$ cat src/rtl/ser_tx_pkg.sv
package ser_tx_pkg;

  localparam int TICK_W = 8;

  typedef enum logic [1:0] {
    PH_START = 2'd0,
    PH_DATA  = 2'd1,
    PH_PAR   = 2'd2,
    PH_STOP  = 2'd3
  } phase_e;

  function automatic logic [TICK_W-1:0] bit_ticks(input logic [1:0] rate);
    case (rate)
      2'b10:   bit_ticks = TICK_W'(16);
      2'b11:   bit_ticks = TICK_W'(64);
      default: bit_ticks = TICK_W'(1);
    endcase
  endfunction

  // 1.5 stop at x1 rounds up to two ticks
  function automatic logic [TICK_W-1:0] stop_ticks(input logic [1:0] rate,
                                                   input logic [1:0] stop);
    logic [TICK_W-1:0] b;
    b = bit_ticks(rate);
    case (stop)
      2'b10:   stop_ticks = (rate[1]) ? b + (b >> 1) : TICK_W'(2);
      2'b11:   stop_ticks = b << 1;
      default: stop_ticks = b;
    endcase
  endfunction

endpackage

$ cat src/rtl/ser_tx_hold.sv
module ser_tx_hold #(
  parameter int DATA_W = 8
) (
  input  logic              clk_i,
  input  logic              rst_ni,
  input  logic              wr_i,
  input  logic [DATA_W-1:0] wdata_i,
  input  logic              take_i,
  output logic              full_o,
  output logic [DATA_W-1:0] data_o
);

  always_ff @(posedge clk_i or negedge rst_ni) begin
    if (!rst_ni) begin
      full_o <= 1'b0;
      data_o <= '0;
    end else if (take_i) begin
      full_o <= 1'b0;
    end else if (wr_i && !full_o) begin
      full_o <= 1'b1;
      data_o <= wdata_i;
    end
  end

  p_full_write_ignored_r7: assert property (@(posedge clk_i) disable iff (!rst_ni)
    (full_o && wr_i) |=> (data_o == $past(data_o)));

endmodule

$ cat src/rtl/ser_tx_timer.sv
module ser_tx_timer #(
  parameter int CW = 8
) (
  input  logic          clk_i,
  input  logic          rst_ni,
  input  logic          run_i,
  input  logic          tick_i,
  input  logic          restart_i,
  input  logic [CW-1:0] len_i,
  output logic          seg_end_o
);

  logic [CW-1:0] cnt_q;

  assign seg_end_o = run_i && tick_i && (cnt_q == len_i - CW'(1));

  always_ff @(posedge clk_i or negedge rst_ni) begin
    if (!rst_ni)                       cnt_q <= '0;
    else if (restart_i || seg_end_o)   cnt_q <= '0;
    else if (run_i && tick_i)          cnt_q <= cnt_q + CW'(1);
  end

  p_cnt_in_range_r4: assert property (@(posedge clk_i) disable iff (!rst_ni)
    run_i |-> (cnt_q < len_i));

endmodule

$ cat src/rtl/ser_tx_frame.sv
module ser_tx_frame
  import ser_tx_pkg::*;
#(
  parameter int CW = TICK_W
) (
  input  logic          clk_i,
  input  logic          rst_ni,
  input  logic          load_i,
  input  logic [7:0]    ld_data_i,
  input  logic [1:0]    ld_len_i,
  input  logic          ld_par_en_i,
  input  logic          ld_par_even_i,
  input  logic [1:0]    ld_rate_i,
  input  logic [1:0]    ld_stop_i,
  input  logic          seg_end_i,
  output logic          busy_o,
  output logic          stop_end_o,
  output logic          line_o,
  output logic [CW-1:0] seg_len_o
);

  phase_e        phase_q;
  logic [2:0]    idx_q;
  logic [7:0]    shreg_q;
  logic          par_q;
  logic [1:0]    len_q;
  logic          par_en_q;
  logic [CW-1:0] bit_len_q;
  logic [CW-1:0] stop_len_q;

  logic [7:0] ld_masked;
  logic [2:0] last_idx;

  assign ld_masked  = ld_data_i & (8'hFF >> (2'd3 - ld_len_i));
  assign last_idx   = {1'b0, len_q} + 3'd4;
  assign seg_len_o  = (phase_q == PH_STOP) ? stop_len_q : bit_len_q;
  assign stop_end_o = busy_o && (phase_q == PH_STOP) && seg_end_i;

  always_ff @(posedge clk_i or negedge rst_ni) begin
    if (!rst_ni) begin
      busy_o     <= 1'b0;
      phase_q    <= PH_START;
      idx_q      <= '0;
      shreg_q    <= '0;
      par_q      <= 1'b0;
      len_q      <= '0;
      par_en_q   <= 1'b0;
      bit_len_q  <= CW'(1);
      stop_len_q <= CW'(1);
    end else if (load_i) begin
      busy_o     <= 1'b1;
      phase_q    <= PH_START;
      idx_q      <= '0;
      shreg_q    <= ld_masked;
      par_q      <= ld_par_even_i ? (^ld_masked) : ~(^ld_masked);
      len_q      <= ld_len_i;
      par_en_q   <= ld_par_en_i;
      bit_len_q  <= bit_ticks(ld_rate_i);
      stop_len_q <= stop_ticks(ld_rate_i, ld_stop_i);
    end else if (busy_o && seg_end_i) begin
      case (phase_q)
        PH_START: phase_q <= PH_DATA;
        PH_DATA: begin
          shreg_q <= shreg_q >> 1;
          idx_q   <= idx_q + 3'd1;
          if (idx_q == last_idx) phase_q <= par_en_q ? PH_PAR : PH_STOP;
        end
        PH_PAR:  phase_q <= PH_STOP;
        default: busy_o <= 1'b0;
      endcase
    end
  end

  always_comb begin
    line_o = 1'b1;
    if (busy_o) begin
      case (phase_q)
        PH_START: line_o = 1'b0;
        PH_DATA:  line_o = shreg_q[0];
        PH_PAR:   line_o = par_q;
        default:  line_o = 1'b1;
      endcase
    end
  end

  p_load_starts_low_r2: assert property (@(posedge clk_i) disable iff (!rst_ni)
    load_i |=> (busy_o && !line_o));

  p_idle_after_stop_r8: assert property (@(posedge clk_i) disable iff (!rst_ni)
    $fell(busy_o) |-> ($past(phase_q) == PH_STOP));

endmodule

$ cat src/rtl/ser_tx_top.sv
module ser_tx_top
  import ser_tx_pkg::*;
#(
  parameter int DATA_W = 8
) (
  input  logic              clk_i,
  input  logic              rst_ni,
  input  logic              tick_i,
  input  logic [1:0]        len_sel_i,
  input  logic              par_en_i,
  input  logic              par_even_i,
  input  logic [1:0]        stop_sel_i,
  input  logic [1:0]        rate_sel_i,
  input  logic              tx_en_i,
  input  logic              brk_i,
  input  logic              wr_i,
  input  logic [DATA_W-1:0] wdata_i,
  output logic              txd_o,
  output logic              tx_rdy_o,
  output logic              tx_empty_o
);

  logic              hold_full;
  logic [DATA_W-1:0] hold_data;
  logic              load;
  logic              busy;
  logic              stop_end;
  logic              line;
  logic              seg_end;
  logic [TICK_W-1:0] seg_len;

  // next frame may start on the tick that closes the stop interval
  assign load       = hold_full && tx_en_i && (!busy || stop_end);
  assign tx_rdy_o   = !hold_full && tx_en_i;
  assign tx_empty_o = !busy;
  assign txd_o      = line && !brk_i;

  ser_tx_hold #(.DATA_W(DATA_W)) u_hold (
    .clk_i   (clk_i),
    .rst_ni  (rst_ni),
    .wr_i    (wr_i),
    .wdata_i (wdata_i),
    .take_i  (load),
    .full_o  (hold_full),
    .data_o  (hold_data)
  );

  ser_tx_timer #(.CW(TICK_W)) u_timer (
    .clk_i     (clk_i),
    .rst_ni    (rst_ni),
    .run_i     (busy),
    .tick_i    (tick_i),
    .restart_i (load),
    .len_i     (seg_len),
    .seg_end_o (seg_end)
  );

  ser_tx_frame #(.CW(TICK_W)) u_frame (
    .clk_i         (clk_i),
    .rst_ni        (rst_ni),
    .load_i        (load),
    .ld_data_i     (hold_data[7:0]),
    .ld_len_i      (len_sel_i),
    .ld_par_en_i   (par_en_i),
    .ld_par_even_i (par_even_i),
    .ld_rate_i     (rate_sel_i),
    .ld_stop_i     (stop_sel_i),
    .seg_end_i     (seg_end),
    .busy_o        (busy),
    .stop_end_o    (stop_end),
    .line_o        (line),
    .seg_len_o     (seg_len)
  );

  p_no_start_disabled_r9: assert property (@(posedge clk_i) disable iff (!rst_ni)
    (!tx_en_i && !busy) |=> !busy);

  p_write_clears_rdy_r6: assert property (@(posedge clk_i) disable iff (!rst_ni)
    (tx_rdy_o && wr_i) |=> !tx_rdy_o);

endmodule

$ cat config.mk
export PLATFORM = sky130hd
export DESIGN_NAME = ser_tx_top
export DESIGN_NICKNAME = d
export VERILOG_FILES = /design/src/rtl/ser_tx_pkg.sv /design/src/rtl/ser_tx_hold.sv /design/src/rtl/ser_tx_timer.sv /design/src/rtl/ser_tx_frame.sv /design/src/rtl/ser_tx_top.sv
export SDC_FILE = /design/constraint.sdc
export NUM_CORES = 1
export LEC_CHECK = 0
export CAP_MARGIN = 20
export CORE_MARGIN = 2
export CORE_UTILIZATION = 43
export CTS_BUF_LIST = sky130_fd_sc_hd__clkbuf_2
export CTS_CLUSTER_SIZE = 40
export DETAILED_ROUTE_END_ITERATION = 16
export MAX_ROUTING_LAYER = met4
export PLACE_DENSITY_LB_ADDON = 0.15
export SYNTH_ARGS = -nofsm -noshare
export SYNTH_HDL_FRONTEND = slang
export SYNTH_SLANG_ARGS = --single-unit
export TNS_END_PERCENT = 20
$ cat constraint.sdc
create_clock -name clk_i -period 4.8 [get_ports clk_i]
set_input_delay 1.2 -clock clk_i [delete_from_list [all_inputs] [get_ports clk_i]]
set_output_delay 1.2 -clock clk_i [all_outputs]
set_load 0.01 [all_outputs]
# After elaboration in Yosys (flattened, before gate mapping)
# Cells that the tools add are included.
# W data, S select, Z words.
# word_totals
out_inout_bits	3
ff_bits	51
inputBits	22
word_cells	86
# classes
n_mux	26
n_eq_ne	11
shift	1
bitwise_logic	3
reduce_logical	27
addsub	6
# op_table
operator	n
$mux W8	8
$pmux W8 S2	1
$pmux W7 S2	1
$eq A2 B2 Y1 const B	6
$logic_and A1 B1 Y1	10
$mux W3	3
$add A8 B1 Y8 const B	1
$add A8 B7 Y8	1
$and A8 B8 Y8	1
$eq A8 B8 Y1	1
$mux W1	8
$reduce_bool A2 Y1	4
$reduce_xor A8 Y1	1
$shr A8 B2 Y8 const A	1
$sub A8 B1 Y8 const B	1
$mux W2	3
$pmux W2 S3	1
$reduce_and A2 Y1	3
$reduce_bool A4 Y1	1
$add A2 B3 Y3 const B	1
$add A3 B1 Y3 const B	1
$eq A3 B3 Y1	1
$logic_not A1 Y1	3
$ne A3 B2 Y1 const B	1
9 further kinds	11

# Depth between registers and ports, before layout
# depth
word_depth	12
ltp_mapped	12
depth_no_buf	10

# Cells and area by module
# From an unflattened synthesis, not the netlist that was laid out.
# hier_totals
hier_cells	250
area_unflattened_um2	2576.2
# by_module_without_submodules
module	seq_area_each_um2	n_inst	cells_per_inst	area_each_um2
ser_tx_frame	703.2	1	147	1503.9
ser_tx_timer	200.2	1	79	704.4
ser_tx_hold	225.2	1	20	341.6
ser_tx_top	0.0	1	4	26.3

# Least setup slack after synthesis
# OpenSTA, ideal clock, no wires.
# synth_timing
kind	register to register
startpoint	reg u_frame.phase_q[0]
endpoint	reg u_frame.len_q[1]
setup_ns	0.127
required_time_ns	4.673
path_buffers	2
stages_incl_launch_ff	12
slack_ns	1.400
period_less_slack_ns	3.400
arrival_ns	3.273
path_cell_list	dfrtp_1 -> ha_1 -> buf_6 -> mux2i_1 -> ha_1 -> a21boi_0 -> xnor3_1 -> o32a_1 -> o21ai_1 -> a32o_2 -> buf_6 -> mux2_1
# synth_between
elab_chain_len	8
elab_cells_between_ends	9
cone_classes	add/sub: 1; eq/ne: 2; mux: 1; reduce/logical: 5
# synth_lines
element	line	rtl
start: declaration	ser_tx_frame.sv:22	phase_e phase_q;
start signal: assignment	ser_tx_frame.sv:66	if (idx_q == last_idx) phase_q <= par_en_q ? PH_PAR : PH_STOP;
$eq A2 B2 Y1 (*)	ser_tx_frame.sv:36, ser_tx_frame.sv:37	
$mux W8	ser_tx_frame.sv:36	assign seg_len_o = (phase_q == PH_STOP) ? stop_len_q : bit_len_q;
$sub A8 B1 Y8	ser_tx_timer.sv:15	assign seg_end_o = run_i && tick_i && (cnt_q == len_i - CW'(1));
$eq A8 B8 Y1	ser_tx_timer.sv:15	
$logic_and A1 B1 Y1	ser_tx_timer.sv:15	
$logic_and A1 B1 Y1 (*)	ser_tx_frame.sv:37	assign stop_end_o = busy_o && (phase_q == PH_STOP) && seg_end_i;
$logic_or A1 B1 Y1 (*)	ser_tx_top.sv:33	assign load = hold_full && tx_en_i && (!busy || stop_end);
$logic_and A1 B1 Y1 (*)	ser_tx_top.sv:33	
end signal: assignment	ser_tx_frame.sv:56	len_q <= ld_len_i;
end: declaration	ser_tx_frame.sv:26	logic [1:0] len_q;
# Mark *: on every way between the ends. The rest lies on a longest branch, timed or not.
# A chain may end at the register's enable or synchronous reset.

# Worst setup path after layout
# layout_timing
startpoint	reg u_frame.phase_q[0]
endpoint	reg u_frame.len_q[0]
# The elaborated chain is that of the path after synthesis.

==> flow_metrics.env <==
export IMPL_fin_crit_sh_pct=85.6
export IMPL_yosys_area_top_type="dfrtp_1"
export IMPL_hp_class="register to register"
export IMPL_synth_edf_count=0
export IMPL_grtUsageTotal_pct=16.8
export IMPL_wl_um=4640
export IMPL_overflow=0
export IMPL_cp_top_family="compound AO/OA/AOI/OAI gates"
export IMPL_cap_violations=0
export IMPL_synth_area_um2=2520
export IMPL_p_sw_share_pct=34.8
export IMPL_required_ps=5120
export IMPL_min_period_ps=4110
export IMPL_rsz0062_at_grt="no"
export IMPL_drcViolationCount=0
export IMPL_final_cells=340
export IMPL_die_x_um=80.5
export IMPL_gp_congestion=0.790
export IMPL_critPathBufInv=1
export IMPL_first_pass_iters=4
export IMPL_synthFlopType="dfrtp_1"
export IMPL_power_density_nw_per_um2=513
export IMPL_diodes=0
export IMPL_reg2reg_slack_ps=690
export IMPL_syn_inst=240
export IMPL_post_cts_buffers=0
export IMPL_synth_common_cells="dfrtp_1 (43), nand2_1 (23), nor2_1 (19)"
export IMPL_cpMostUsedCell="ha_1"
export IMPL_critPathKind="register to register"
export IMPL_core_area_um2=5570
export IMPL_insertion_delay_ps=410
export IMPL_synth_async_reset_ratio_pct=100
export IMPL_seqPwrFrac_pct=43.3
export IMPL_clock_path_buffers=2
export IMPL_postSynthNetCount=271
export IMPL_grt_max_degree=46
export IMPL_cp_end_kind="register"
export IMPL_critPathLaunchType="register"
export IMPL_io_pins=25
export IMPL_dieArea_um2=6480
export IMPL_row_count=27
export IMPL_finalWorstSetupSlack_ps=692
export IMPL_post_synth_top_count_cell="dfrtp_1"
export IMPL_drt_iter0_drc=97
export IMPL_internal_power_w=0.000977
export IMPL_dp_slack_ps=745
export IMPL_synth_area_per_cell_um2=10.5
export IMPL_yosys_register_bits=45
export IMPL_seq_area_frac_synth_pct=44.9
export IMPL_max_freq_mhz=243
export IMPL_vdd_ir_drop_max_uv=280
export IMPL_area_delta_synth_final_pct=16.2
export IMPL_clkPwrFrac_pct=17.5
export IMPL_slowest_stage="a32o_2"
export IMPL_yosys_warnings=0
export IMPL_yosysUniqueCellTypes=46
export IMPL_cts_sinks=45
export IMPL_status="completed"
export IMPL_ant_nets=0
export IMPL_drive_gt1_share_pct=10.8
export IMPL_ctsHoldBuffers=0
export IMPL_crit_chain="ha_1, mux2i_1, ha_1, a21boi_0, xnor3_1, o32a_1, o21ai_1, buf_4, a32o_2, mux2_2"
export IMPL_hold_violations=0
export IMPL_grt_pass1_vias=1767
export IMPL_cts_tree="yes"
export IMPL_via_per_inst=5.19
export IMPL_setup_tns_ps=0
export IMPL_cts_buffers=5
export IMPL_portBuffers=24
export IMPL_cpPeakStageDelay_ps=590
export IMPL_finClkSkew_ps=14.2
export IMPL_yosys_top_cells_area="dfrtp_1 (43%), xor2_1 (5.2%), mux2i_1 (4.8%)"
export IMPL_cts_root_buf="clkbuf_2"
export IMPL_slew_viol_final=0
export IMPL_clk_pin_slew_ps=230
export IMPL_ctsResizeCount=0
export IMPL_crit_fanout=28
export IMPL_ctsHtreeMaxLevel=2
export IMPL_initial_core_util_pct=45.1
export IMPL_antenna_found_initial=0
export IMPL_vias=1765
export IMPL_wl_per_cell_um=13.6
export IMPL_p_leak_nw=1.29
export IMPL_die_h_um=80.5
export IMPL_setup_viol=0
export IMPL_hpwl_um=3410
export IMPL_crit_arrival_ps=4430
export IMPL_grt_first_pass_wirelength_um=8180
export IMPL_synth_top_area_share_pct=42.8
export IMPL_power_switching_w=0.000523
export IMPL_place_inst=331
export IMPL_comb_power_share_pct=39.2
export IMPL_final_nets=298
export IMPL_relSlewSlack_pct=54.3
export IMPL_tightestPinTransition_ps=684
==> metal layers <==
layer | up-vias | wire [um] | track usage (%)
li1 | 892 | - | -
met1 | 840 | 2280 | 22.8
met2 | 25 | 2100 | 24.8
met3 | 8 | 160 | 3.71
met4 | 0 | 89 | 5.76
met5 | - | 0 | -
==> power by group through the flow <==
stage | Sequential [W] | Combinational [W] | Clock [W]
floorplan | 0.000626 | 0.000474 | 0
global placement | 0.000660 | 0.000575 | 0
detailed placement | 0.000659 | 0.000589 | 0
CTS | 0.000650 | 0.000593 | 0.000273
global route | 0.000673 | 0.000667 | 0.000288
finish | 0.000649 | 0.000588 | 0.000263
==> cell families (layout without fill, tap and decap cells) <==
logic type | after synthesis | in the layout | share of synthesized area, %
multiplexers | 26 | 26 | 11.0
buffers and inverters | 20 | 48 | 3.83
XOR/XNOR | 29 | 29 | 10.6
adder cells (fa/ha/maj) | 9 | 9 | 4.48
flip-flops | 45 | 45 | 44.9
AND/OR/NAND/NOR | 72 | 72 | 14.2
AO/OA/AOI/OAI | 39 | 39 | 11.0
==> sequential cells by signal, indices dropped and copies added (netlist names) <==
signal	count
u_frame.phase_q	2
u_hold.data_o	8
u_frame.stop_len_q	7
u_timer.cnt_q	8
u_frame.busy_o	1
u_hold.full_o	1
u_frame.len_q	2
u_frame.par_en_q	1
u_frame.bit_len_q	3
u_frame.shreg_q	8
u_frame.par_q	1
u_frame.idx_q	3
==> placed cells by master, fill, tap and decap left out, types with 2 or more instances in the layout <==
cell type	Yosys	routed
dfrtp_1	43	43
nand2_1	23	23
clkdlybuf4s50_1	0	23
nor2_1	19	19
xor2_1	15	15
xnor2_1	13	13
mux2i_1	12	12
inv_1	12	12
o21ai_0	10	10
mux2_2	9	9
ha_1	9	9
nand4_1	8	8
a21oi_1	6	6
nand3_1	6	6
o211ai_1	5	5
mux2_1	5	5
clkbuf_2	0	5
o21ai_1	4	4
nor2b_1	3	3
buf_4	1	3
and2_1	2	2
a21boi_0	2	2
and3_1	2	2
nand2b_1	2	2
bufinv_16	0	2
dfstp_2	2	2
==> stage by stage <==
| step | utilization (%) | area (um^2) | hold WS (ps) | total power, W |
|---|---|---|---|---|
| final | 52.4 | 2920 | 518 | 0.00150 |
| after global routing | 52.4 | 2920 | 506 | 0.00163 |
| after CTS | 52.1 | 2900 | 524 | 0.00152 |
| after detailed placement | 50.5 | 2810 | 476 | 0.00125 |
| after global placement | 50.5 | 2810 | 484 | 0.00123 |
| after floorplan | - | 2520 | 458 | 0.00110 |
==> final cells by class <==
cell class,instances,area (um^2)
Clock buffer,5,25.0
Clock inverter,3,65.1
Fill cell,550,2650
Inverter,12,45.0
Multi-Input combinational cell,175,1290
Sequential cell,45,1130
Tap cell,72,90.1
Timing Repair Buffer,28,278
==> final timing paths <==
| kind | endpoint | cells past startpoint | start |
|---|---|---|---|
| max in group asynchronous | u_frame.stop_len_q[0]$_DFFE_PN1P_ | 2 | rst_ni |
| hold reg to reg | u_frame.stop_len_q[4]$_DFFE_PN0P_ | 1 | u_frame.stop_len_q[4]$_DFFE_PN0P_ |
| setup reg to reg | u_frame.len_q[0]$_DFFE_PN0P_ | 10 | u_frame.phase_q[0]$_DFFE_PN0P_ |
| setup / recovery | u_frame.len_q[0]$_DFFE_PN0P_ | 10 | u_frame.phase_q[0]$_DFFE_PN0P_ |
| hold / removal | u_frame.stop_len_q[4]$_DFFE_PN0P_ | 1 | u_frame.stop_len_q[4]$_DFFE_PN0P_ |
| min in group asynchronous | u_timer.cnt_q[1]$_DFFE_PN0P_ | 1 | rst_ni |
Note: power is estimated with default switching activity, not from simulation.
